## src/rtl/cfgp_pkg.sv

```systemverilog
package cfgp_pkg;

    localparam logic [7:0] KEY_OPEN_B  = 8'h87;
    localparam logic [7:0] KEY_SHUT_B  = 8'hAA;

    localparam logic [7:0] R_LDSEL     = 8'h07;
    localparam logic [7:0] R_DEV_HI    = 8'h20;
    localparam logic [7:0] R_DEV_LO    = 8'h21;
    localparam logic [7:0] R_REV       = 8'h22;
    localparam logic [7:0] R_MFG_HI    = 8'h23;
    localparam logic [7:0] R_MFG_LO    = 8'h24;
    localparam logic [7:0] R_GLB_LO    = 8'h25;
    localparam logic [7:0] R_GLB_HI    = 8'h2F;
    localparam logic [7:0] R_LD_EN     = 8'h30;

    localparam logic [15:0] MFG_ID     = 16'h1934;
    localparam int          GLB_N      = int'(R_GLB_HI) - int'(R_GLB_LO) + 1;
    localparam int          GLB_AW     = $clog2(GLB_N);

    typedef enum logic [1:0] {
        KS_SHUT = 2'd0,
        KS_HALF = 2'd1,
        KS_OPEN = 2'd2
    } key_state_e;

    typedef struct packed {
        logic idx_wr;
        logic idx_rd;
        logic dat_wr;
        logic dat_rd;
        logic miss_rd;
    } port_req_t;

    function automatic logic [15:0] base_of(input logic sel);
        return sel ? 16'h004E : 16'h002E;
    endfunction

endpackage

```

## src/rtl/cfgp_port_dec.sv

```systemverilog
module cfgp_port_dec
    import cfgp_pkg::*;
#(
    parameter int ADDR_W = 16
) (
    input  logic              base_sel,
    input  logic [ADDR_W-1:0] io_addr,
    input  logic              io_wr,
    input  logic              io_rd,
    output port_req_t         req
);
    logic [ADDR_W-1:0] base_a;
    logic              hit_idx;
    logic              hit_dat;

    always_comb begin
        base_a  = ADDR_W'(base_of(base_sel));
        hit_idx = (io_addr == base_a);
        hit_dat = (io_addr == base_a + ADDR_W'(1));
        req.idx_wr  = io_wr & hit_idx;
        req.idx_rd  = io_rd & hit_idx;
        req.dat_wr  = io_wr & hit_dat;
        req.dat_rd  = io_rd & hit_dat;
        req.miss_rd = io_rd & ~hit_idx & ~hit_dat;
    end
endmodule

```

## src/rtl/cfgp_key_fsm.sv

```systemverilog
module cfgp_key_fsm
    import cfgp_pkg::*;
(
    input  logic      clk,
    input  logic      rst,
    input  port_req_t req,
    input  logic [7:0] wdata,
    output logic      cfg_open,
    output logic      idx_load
);
    key_state_e st_q, st_d;

    always_comb begin
        st_d = st_q;
        unique case (st_q)
            KS_SHUT: begin
                if (req.idx_wr && wdata == KEY_OPEN_B) st_d = KS_HALF;
            end
            KS_HALF: begin
                if (req.idx_wr) st_d = (wdata == KEY_OPEN_B) ? KS_OPEN : KS_SHUT;
                else if (req.dat_wr) st_d = KS_SHUT;
            end
            KS_OPEN: begin
                if (req.idx_wr && wdata == KEY_SHUT_B) st_d = KS_SHUT;
            end
            default: st_d = KS_SHUT;
        endcase
    end

    always_ff @(posedge clk) begin
        if (rst) st_q <= KS_SHUT;
        else     st_q <= st_d;
    end

    assign cfg_open = (st_q == KS_OPEN);
    assign idx_load = cfg_open && req.idx_wr && (wdata != KEY_SHUT_B);
endmodule

```

## src/rtl/cfgp_regbank.sv

```systemverilog
module cfgp_regbank
    import cfgp_pkg::*;
#(
    parameter int          NUM_LD  = 4,
    parameter logic [15:0] DEV_ID  = 16'h0A51,
    parameter logic [7:0]  DEV_REV = 8'h03
) (
    input  logic              clk,
    input  logic              rst,
    input  port_req_t         req,
    input  logic [7:0]        wdata,
    input  logic              cfg_open,
    input  logic              idx_load,
    input  logic [7:0]        ld_rdata,
    output logic [7:0]        index,
    output logic [7:0]        ld_sel,
    output logic [NUM_LD-1:0] ld_en,
    output logic              ld_wr,
    output logic              ld_rd,
    output logic [7:0]        io_rdata
);
    logic [7:0]        glb_q [GLB_N];
    logic [NUM_LD-1:0] sel_hot;
    logic              reg_wr, reg_rd;
    logic              in_glb, in_ld;
    logic [7:0]        glb_off;
    logic              en_cur;
    logic [7:0]        rd_val;
    logic [7:0]        rdata_d;

    assign reg_wr  = req.dat_wr & cfg_open;
    assign reg_rd  = req.dat_rd & cfg_open;
    assign in_glb  = (index >= R_GLB_LO) && (index <= R_GLB_HI);
    assign in_ld   = (index > R_LD_EN);
    assign glb_off = index - R_GLB_LO;
    assign ld_wr   = reg_wr & in_ld;
    assign ld_rd   = reg_rd & in_ld;

    // index register
    always_ff @(posedge clk) begin
        if (rst)           index <= 8'h00;
        else if (idx_load) index <= wdata;
    end

    // device select
    always_ff @(posedge clk) begin
        if (rst)                               ld_sel <= 8'h00;
        else if (reg_wr && index == R_LDSEL)   ld_sel <= wdata;
    end

    // per-device enable flops
    for (genvar g = 0; g < NUM_LD; g++) begin : g_en
        assign sel_hot[g] = (ld_sel == 8'(g));
        always_ff @(posedge clk) begin
            if (rst) ld_en[g] <= 1'b0;
            else if (reg_wr && index == R_LD_EN && sel_hot[g]) ld_en[g] <= wdata[0];
        end
    end
    assign en_cur = |(ld_en & sel_hot);

    // shared global bank
    always_ff @(posedge clk) begin
        if (rst) begin
            for (int i = 0; i < GLB_N; i++) glb_q[i] <= 8'h00;
        end else if (reg_wr && in_glb) begin
            glb_q[glb_off[GLB_AW-1:0]] <= wdata;
        end
    end

    always_comb begin
        unique case (index)
            R_LDSEL:  rd_val = ld_sel;
            R_DEV_HI: rd_val = DEV_ID[15:8];
            R_DEV_LO: rd_val = DEV_ID[7:0];
            R_REV:    rd_val = DEV_REV;
            R_MFG_HI: rd_val = MFG_ID[15:8];
            R_MFG_LO: rd_val = MFG_ID[7:0];
            R_LD_EN:  rd_val = {7'b0, en_cur};
            default: begin
                if (in_ld)       rd_val = ld_rdata;
                else if (in_glb) rd_val = glb_q[glb_off[GLB_AW-1:0]];
                else             rd_val = 8'h00;
            end
        endcase
    end

    always_comb begin
        if (req.dat_rd)      rdata_d = cfg_open ? rd_val : 8'hFF;
        else if (req.idx_rd) rdata_d = cfg_open ? index  : 8'hFF;
        else                 rdata_d = 8'hFF;
    end

    always_ff @(posedge clk) begin
        if (rst) io_rdata <= 8'hFF;
        else if (req.dat_rd || req.idx_rd || req.miss_rd) io_rdata <= rdata_d;
    end
endmodule

```

## src/rtl/cfgp_top.sv

```systemverilog
module cfgp_top
    import cfgp_pkg::*;
#(
    parameter int          ADDR_W  = 16,
    parameter int          NUM_LD  = 4,
    parameter logic [15:0] DEV_ID  = 16'h0A51,
    parameter logic [7:0]  DEV_REV = 8'h03
) (
    input  logic              clk,
    input  logic              rst,
    input  logic              base_sel,
    input  logic [ADDR_W-1:0] io_addr,
    input  logic              io_wr,
    input  logic              io_rd,
    input  logic [7:0]        io_wdata,
    output logic [7:0]        io_rdata,
    output logic [7:0]        ld_sel,
    output logic [NUM_LD-1:0] ld_en,
    output logic              ld_wr,
    output logic              ld_rd,
    output logic [7:0]        ld_idx,
    output logic [7:0]        ld_wdata,
    input  logic [7:0]        ld_rdata
);
    port_req_t  req;
    logic       cfg_open;
    logic       idx_load;
    logic [7:0] index;

    cfgp_port_dec #(.ADDR_W(ADDR_W)) u_dec (
        .base_sel (base_sel),
        .io_addr  (io_addr),
        .io_wr    (io_wr),
        .io_rd    (io_rd),
        .req      (req)
    );

    cfgp_key_fsm u_key (
        .clk      (clk),
        .rst      (rst),
        .req      (req),
        .wdata    (io_wdata),
        .cfg_open (cfg_open),
        .idx_load (idx_load)
    );

    cfgp_regbank #(.NUM_LD(NUM_LD), .DEV_ID(DEV_ID), .DEV_REV(DEV_REV)) u_regs (
        .clk      (clk),
        .rst      (rst),
        .req      (req),
        .wdata    (io_wdata),
        .cfg_open (cfg_open),
        .idx_load (idx_load),
        .ld_rdata (ld_rdata),
        .index    (index),
        .ld_sel   (ld_sel),
        .ld_en    (ld_en),
        .ld_wr    (ld_wr),
        .ld_rd    (ld_rd),
        .io_rdata (io_rdata)
    );

    assign ld_idx   = index;
    assign ld_wdata = io_wdata;
endmodule

```

## config.mk

```make
export PLATFORM = sky130hd
export DESIGN_NAME = cfgp_top
export DESIGN_NICKNAME = d
export VERILOG_FILES = /design/src/rtl/cfgp_pkg.sv /design/src/rtl/cfgp_port_dec.sv /design/src/rtl/cfgp_key_fsm.sv /design/src/rtl/cfgp_regbank.sv /design/src/rtl/cfgp_top.sv
export SDC_FILE = /design/constraint.sdc
export NUM_CORES = 1
export LEC_CHECK = 0
export ABC_AREA = 1
export ABC_CLOCK_PERIOD_IN_PS = 4200
export BUFFER_PORTS_ARGS = -buffer_cell sky130_fd_sc_hd__buf_2
export CORE_UTILIZATION = 35
export CTS_CLUSTER_SIZE = 40
export DETAILED_ROUTE_END_ITERATION = 12
export PLACE_DENSITY = 0.62
export SLEW_MARGIN = 40
export SYNTH_ARGS = -nofsm -noshare
export SYNTH_HDL_FRONTEND = slang
export SYNTH_SLANG_ARGS = --single-unit
```

## constraint.sdc

```tcl
create_clock -name clk -period 4.2 [get_ports clk]
set_input_delay 0.84 -clock clk [delete_from_list [all_inputs] [get_ports clk]]
set_output_delay 0.84 -clock clk [all_outputs]
set_load 0.05 [all_outputs]
```

==> impl_metrics.toml, run 1 <==
[clocking]
cts_resized = 0
clock_tree.buffer_depth = 2
tritoncts = "built"
htreeDepth = 4
post_cts_buffers = 0
cts-root-buf = "clkbuf_16"
path_clk_slew_ns = 0.06
clock_sinks = 158
cts_made_buffers = 17
cts_hold_buf = 0
clock_latency_ns = 0.43

[power]
powerDensity_nw_per_um2 = 377
p_leak_nw = 3.26
peakVddDrop_v = 0.000181

[floorplanning]
ioPinCount = 75
die_w_um = 150
rows = 53
dieHeight_um = 150
initial_utilization_pct = 36.1
coreArea_um2 = 21200
die_area_um2 = 22500

[critical_path]
worstPathMaxFanout = 9
cp.required_ns = 3.36
cpMostUsedCell = "nor2_1"
worst_setup_path_start_kind = "input port"
critPathMaxStageDelay_ns = 0.28
worstPathArrival_ns = 2.52
slowest_stage = "buf_2"
path_cells = "buf_2, nor2_1, nand2_1, nor2_1, nand2_1, nor2_2, clkinv_1, nor2_1, inv_1, nor2_1, buf_2"
rrSetupSlack_ns = 0.92
endpoint_kind = "output port"
crit_type = "in -> out"

[sta]
skew_ns = 0.0109
period_minus_slack_ns = 3.36
hold_violations = 0
finalWorstSetupSlack_ns = 0.842
rsz0062_at_grt = "no"
period_share_pct = 80.0
slew_headroom_pct = 46.8
finalSetupViolCount = 0
holdWs_ns = 0.466
worst_pin_slew_ns = 0.794
fin_setup_tns_ns = 0
max_freq_ghz = 0.298
slew_viol_final = 0

[cells_and_area]
finalNetCount = 978
n_antenna_cell = 0
mostFrequentLayoutCell = "nand2_1"
area_delta_synth_final_pct = 14.5
final_cells = 1225
most-common-layout-cells = "nand2_1, nor2_1, edfxtp_1"
fin_util_pct = 41.4
drive_gt1_share_pct = 15.2

[synth]
yosysSeqAreaShare_pct = 56.9
synth_nets = 929
yosys_register_bits = 158
syn_avg_cell_area_um2 = 8.63
netlist_area_um2 = 7670
synth_warnings = 0
yosysUniqueCellTypes = 40
syn_inst = 888

[detailed_routing]
via_count = 6194
route.detailed.drc = 0
vias_per_cell = 5.06
drt_iter0_markers = 541
dr.pass1.iters = 5
routed_wirelength_um = 19900
wire_per_inst_um = 16.2
ant_nets = 0

[grt]
grt_start_max_net_pins = 72
grt_pass1_wl_um = 30500
grt_pass1_vias = 5610
track_usage_pct = 18.1
gr-total-overflow = 0
grt_antenna_before_repair = 0

[placement]
portBuffers = 74
dp_hpwl_um = 13500
gp_congestion = 0.871
dp_cells = 1193
place_ws_ns = 0.751

[job]
max-cap-violations = 0

[min_path]
holdCritPathClass = "reg -> reg"

[run_status]
status = "complete, no violations"
per-stage QoR:
step | instance area (um^2) | power, mW
finish | 8780 | 3.31
global route | 8780 | 3.41
CTS | 8780 | 3.34
detailed placement | 8210 | 1.88
global placement | 8210 | 1.88
floorplan | 7670 | 1.83
area by class of cell:
cell class	instances	area, um^2
Fill cell	2123	12400
Sequential cell	158	4370
Multi-Input combinational cell	611	2820
Timing Repair Buffer	84	445
Clock buffer	18	439
Tap cell	275	344
Inverter	65	244
Clock inverter	14	124
cells by family after synthesis:
logic type	synth area share, %
simple gates	23.2
buf+inv	6.46
xor+xnor	0.326
compound gates	12.5
fa+ha+maj	0.653
flops	56.9
cell usage after synthesis (all sizes together):
cell type	instances	area share (%)
nor4b	1	0.11
nand4	7	0.65
o31ai	1	0.098
o21ai	58	3.9
inv	62	3.0
nor2	152	7.8
clkbuf	33	1.6
and2	1	0.082
clkinv	3	0.15
nand3b	1	0.098
a22oi	14	1.4
buf	21	1.7
nor3	11	0.93
xor2	1	0.21
o21bai	1	0.098
ha	4	0.65
a31oi	1	0.082
edfxtp	120	47
xnor2	1	0.11
and3	1	0.082
nand2	214	11
a21oi	93	6.1
nand3	40	2.7
dfxtp	38	9.9
o211ai	4	0.46
nor4	1	0.082
a211oi	4	0.39
metal layers:
| metal | vias up | routed length, um | GRT usage, % |
|---|---|---|---|
| met1 | 2893 | 9370 | 24.8 |
| met2 | 201 | 9090 | 28.7 |
| met5 | - | 0 | 0 |
| met4 | 0 | 354 | 5.96 |
| met3 | 30 | 1090 | 3.45 |
| li1 | 3070 | - | - |
worst paths after layout:
check,cells after the start,to,from
max,11,ld_rd,io_addr[15]
min,2,u_regs.io_rdata[4],u_regs.io_rdata[4]
max reg2reg,11,u_regs.glb_q[4][5],u_regs.index[1]
min reg2reg,2,u_regs.io_rdata[4],u_regs.io_rdata[4]
critical path: cells and delay by family:
kind                   cells  cell delay (ns)
buffers and inverters      4             0.78
and+or+nand+nor            7             0.89
report_power, final:
part / internal, mW / total (mW) / switching [mW]
clock: 0.795 / 1.47 / 0.672
combinational: 0.0341 / 0.124 / 0.0897
sequential: 1.71 / 1.72 / 0.0126
flip-flops by register name, summed over array words and instances (netlist names):
register and flops:
u_regs.glb_q 128, u_regs.index 8, u_regs.io_rdata 8, u_regs.ld_sel 8
u_regs.ld_en 4, u_key.st_q 2
(Power assumes the default switching activity.)
==> run 2: changes to the inputs <==
ABC_CLOCK_PERIOD_IN_PS = 3320   (was 4200)
clock period = 3.32 ns   (was 4.2 ns; I/O delays follow)
==> impl_metrics.toml, run 2 (synthesized netlist as in run 1, its figures left out) <==
[run_status]
status = "complete, no violations"

[clocking]
cts_made_buffers = 17
post_cts_buffers = 0
cts_hold_buf = 0
htreeDepth = 4
cts_resized = 0
tritoncts = "built"
clock_sinks = 158
path_clk_slew_ns = 0.06
cts-root-buf = "clkbuf_16"
clock_tree.buffer_depth = 2
clock_latency_ns = 0.44

[grt]
grt_pass1_vias = 5724
gr-total-overflow = 0
grt_start_max_net_pins = 68
grt_antenna_before_repair = 0
grt_pass1_wl_um = 31700
track_usage_pct = 18.9

[detailed_routing]
routed_wirelength_um = 20600
route.detailed.drc = 0
via_count = 6252
wire_per_inst_um = 16.6
ant_nets = 0
drt_iter0_markers = 558
vias_per_cell = 5.05
dr.pass1.iters = 7

[power]
powerDensity_nw_per_um2 = 484
comb_power_share_pct = 3.7
p_leak_nw = 3.34
p_total_mw = 4.33
internal_power_mw = 3.37
peakVddDrop_v = 0.000234
clockPowerShare_pct = 45.9
power_switching_mw = 0.955
pwr-share-seq_pct = 50.4
sw_frac_of_total_pct = 22.1

[critical_path]
cp.required_ns = 3.43
worst_setup_path_start_kind = "flop"
crit_type = "reg -> reg"
worstPathMaxFanout = 15
critPathMaxStageDelay_ns = 0.62
path_cells = "inv_1, ha_1, clkinv_1, o21ai_0, o211ai_2, nand2_1"
endpoint_kind = "flop"
worstPathArrival_ns = 2.98
slowest_stage = "ha_1"

[sta]
max_freq_ghz = 0.348
slew_viol_final = 0
hold_violations = 0
finalSetupViolCount = 0
period_share_pct = 86.6
rsz0062_at_grt = "no"
skew_ns = 0.0174
finalWorstSetupSlack_ns = 0.444
fin_setup_tns_ns = 0
worst_pin_slew_ns = 0.711
slew_headroom_pct = 52.6
period_minus_slack_ns = 2.88

[placement]
place_ws_ns = 0.276
gp_congestion = 0.923
dp_cells = 1207
portBuffers = 74
dp_hpwl_um = 14200

[floorplanning]
die_w_um = 150
rows = 53
dieHeight_um = 150
initial_utilization_pct = 36.1
die_area_um2 = 22500
ioPinCount = 75
coreArea_um2 = 21200

[cells_and_area]
finalNetCount = 992
n_antenna_cell = 0
largest_reg_flops = 128
mostFrequentLayoutCell = "nand2_1"
drive_gt1_share_pct = 16.4
most-common-layout-cells = "nand2_1, nor2_1, edfxtp_1"
regMostFlops = "u_regs.glb_q"
final_cells = 1239
area_delta_synth_final_pct = 16.5

[min_path]
holdCritPathClass = "reg -> reg"

[job]
max-cap-violations = 0
==> run 2: through the flow <==
stage	hold WS, ns	util [%]	cell area, um^2
final	0.465	42.1	8940
after global routing	0.497	42.1	8940
after CTS	0.468	42.1	8940
after detailed placement	0.451	39.3	8330
after global placement	0.445	39.3	8330
after floorplan	0.449	-	7680
==> run 2: path summary, 6_finish.rpt <==
path                 startpoint            endpoint  slack, ns  cells past startpoint
max             u_regs.index[1]  u_regs.glb_q[5][2]       0.44                      6
max reg2reg     u_regs.index[1]  u_regs.glb_q[5][2]       0.44                      6
min          u_regs.io_rdata[7]  u_regs.io_rdata[7]       0.47                      2
min reg2reg  u_regs.io_rdata[7]  u_regs.io_rdata[7]       0.47                      2
==> run 2: area by class of cell <==
| cell class | instances | area, um^2 |
|---|---|---|
| fillers | 2109 | 12300 |
| flip-flops and latches | 158 | 4370 |
| repair buffers | 98 | 551 |
| inverters | 65 | 244 |
| multi-input cells | 611 | 2830 |
| clock inverters | 13 | 154 |
| clock buffers | 19 | 453 |
| well taps | 275 | 344 |
==> run 2: critical path, delay by kind of cell (launching register included) <==
kind | cells | cell delay (ns)
flops | 1 | 0.40
fa+ha+maj | 1 | 0.62
simple gates | 1 | 0.36
compound gates | 2 | 0.82
buf+inv | 2 | 0.34
==> run 2: layer usage <==
metal	track usage [%]	vias to the layer above	routed length, um
met4	5.96	0	299
met3	3.63	25	1290
met1	26.0	2925	9320
li1	-	3102	-
met2	29.9	200	9700
met5	0	-	0
==> run 2: power by group through the flow <==
| stage | clock network, mW | logic [mW] | registers (mW) |
|---|---|---|---|
| final | 1.99 | 0.160 | 2.18 |
| after global routing | 2.10 | 0.175 | 2.18 |
| after CTS | 2.02 | 0.160 | 2.18 |
| after detailed placement | 0 | 0.159 | 2.22 |
| after global placement | 0 | 0.158 | 2.22 |
| after floorplan | 0 | 0.0876 | 2.23 |
==> run 3: changes to the inputs <==
ABC_CLOCK_PERIOD_IN_PS = 3400   (was 3320)
clock period = 3.4 ns   (was 3.32 ns; I/O delays follow)
==> impl_metrics.toml, run 3 (synthesized netlist as in run 1, its figures left out) <==
[placement]
portBuffers = 74
dpl-instance-area_um2 = 8280
dp_cells = 1201
gp_congestion = 0.884
dp_hpwl_um = 13800

[clocking]
path_clk_slew_ns = 0.06
cts_made_buffers = 17
post_cts_buffers = 0
cts_hold_buf = 0
tritoncts = "built"
htreeDepth = 4
cts_resized = 0
clock_tree.buffer_depth = 2
cts-root-buf = "clkbuf_16"
clock_latency_ns = 0.44
clock_sinks = 158

[critical_path]
worstPathMaxFanout = 9
endpoint_kind = "output port"
crit_type = "in -> out"
crit_start = "io_addr[15]"
timing.rr.start = "u_regs.index[1]"
worstPathArrival_ns = 2.41
worst_setup_path_start_kind = "input port"
cp.required_ns = 2.72

[grt]
grt_antenna_before_repair = 0
grt_pass1_vias = 5743
grt_pass1_wl_um = 30900
grt_start_max_net_pins = 68
track_usage_pct = 18.4
gr-total-overflow = 0

[detailed_routing]
dr.pass1.iters = 5
via_count = 6232
routed_wirelength_um = 19900
wire_per_inst_um = 16.2
ant_nets = 0
route.detailed.drc = 0
drt_iter0_markers = 550
vias_per_cell = 5.05

[sta]
finalSetupViolCount = 0
slew_headroom_pct = 49.0
period_share_pct = 90.9
hold_violations = 0
slew_viol_final = 0
worst_pin_slew_ns = 0.763
skew_ns = 0.0111
period_minus_slack_ns = 3.09
rsz0062_at_grt = "no"
max_freq_ghz = 0.324

[cells_and_area]
drive_gt1_share_pct = 15.4
regMostFlops = "u_regs.glb_q"
final-seq-area_um2 = 4370
finalNetCount = 986
multi_input_area_um2 = 2830
final_cell_area_um2 = 8880
mostFrequentLayoutCell = "nand2_1"
area_delta_synth_final_pct = 15.8
largest_reg_flops = 128
final_cells = 1233
fill_cells = 2108
most-common-layout-cells = "nand2_1, nor2_1, edfxtp_1"
n_antenna_cell = 0

[min_path]
hold_start = "u_regs.io_rdata[7]"
holdCritPathClass = "reg -> reg"

[job]
max-cap-violations = 0

[power]
peakVddDrop_v = 0.000358
p_leak_nw = 3.31
powerDensity_nw_per_um2 = 475

[floorplanning]
coreArea_um2 = 21200
ioPinCount = 75
die_w_um = 150
rows = 53
initial_utilization_pct = 36.1
die_area_um2 = 22500
dieHeight_um = 150

[run_status]
status = "complete, no violations"
[run 3: cell count changes in the layout (fill, tap and decap cells not counted), sizes merged]
cell      change
buf           -6
clkbuf        +2
bufinv        +1
inv           -6
clkinv        +5
clkinvlp      -2
[run 3: layout make-up]
type	instances	share of cell area, %
multi-input cells	611	31.8
flip-flops and latches	158	49.2
well taps	275	3.88
clock buffers	21	5.07
clock inverters	11	1.61
repair buffers	92	5.69
inverters	65	2.75
[run 3: final timing paths]
kind	cells after the start	slack (ns)	end
setup / recovery	11	0.31	ld_rd
setup reg to reg	11	0.50	u_regs.glb_q[4][4]
hold reg to reg	2	0.46	u_regs.io_rdata[7]
hold / removal	2	0.46	u_regs.io_rdata[7]
[run 3: power by group]
| part | total [mW] | internal [mW] | switching, mW |
|---|---|---|---|
| clock | 1.93 | 1.17 | 0.762 |
| combinational | 0.154 | 0.0423 | 0.112 |
| sequential | 2.13 | 2.11 | 0.0155 |
| total | 4.21 | 3.33 | 0.889 |
[run 3: per-stage QoR]
step	TNS (ns)	total power, mW	setup slack, ns	hold slack [ns]	util (%)
final	0	4.21	0.309	0.462	41.8
after global routing	0	4.33	0.0544	0.480	41.8
after CTS	0	4.23	0.314	0.468	41.8
after detailed placement	0	2.32	0.308	0.452	39.0
after global placement	0	2.32	0.303	0.449	39.0
after floorplan	-0.0569	2.27	-0.00712	0.449	-
[run 3: critical path: stages]
cell      delay [ns]
buf_2           0.09
nor2_1          0.09
nand2_1         0.06
nor2_1          0.13
nand2_1         0.08
nor2_2          0.21
clkinv_1        0.29
nor2_1          0.20
inv_1           0.15
nor2_1          0.15
buf_2           0.28
[run 3: metal layers]
metal  vias up  track usage [%]  part of all wire, %
met3        34             4.54                  6.4
met1      2882             23.7                   45
li1       3090                -                    -
met2       226             30.0                   46
met4         0             6.92                  2.3
met5         -                0                    0
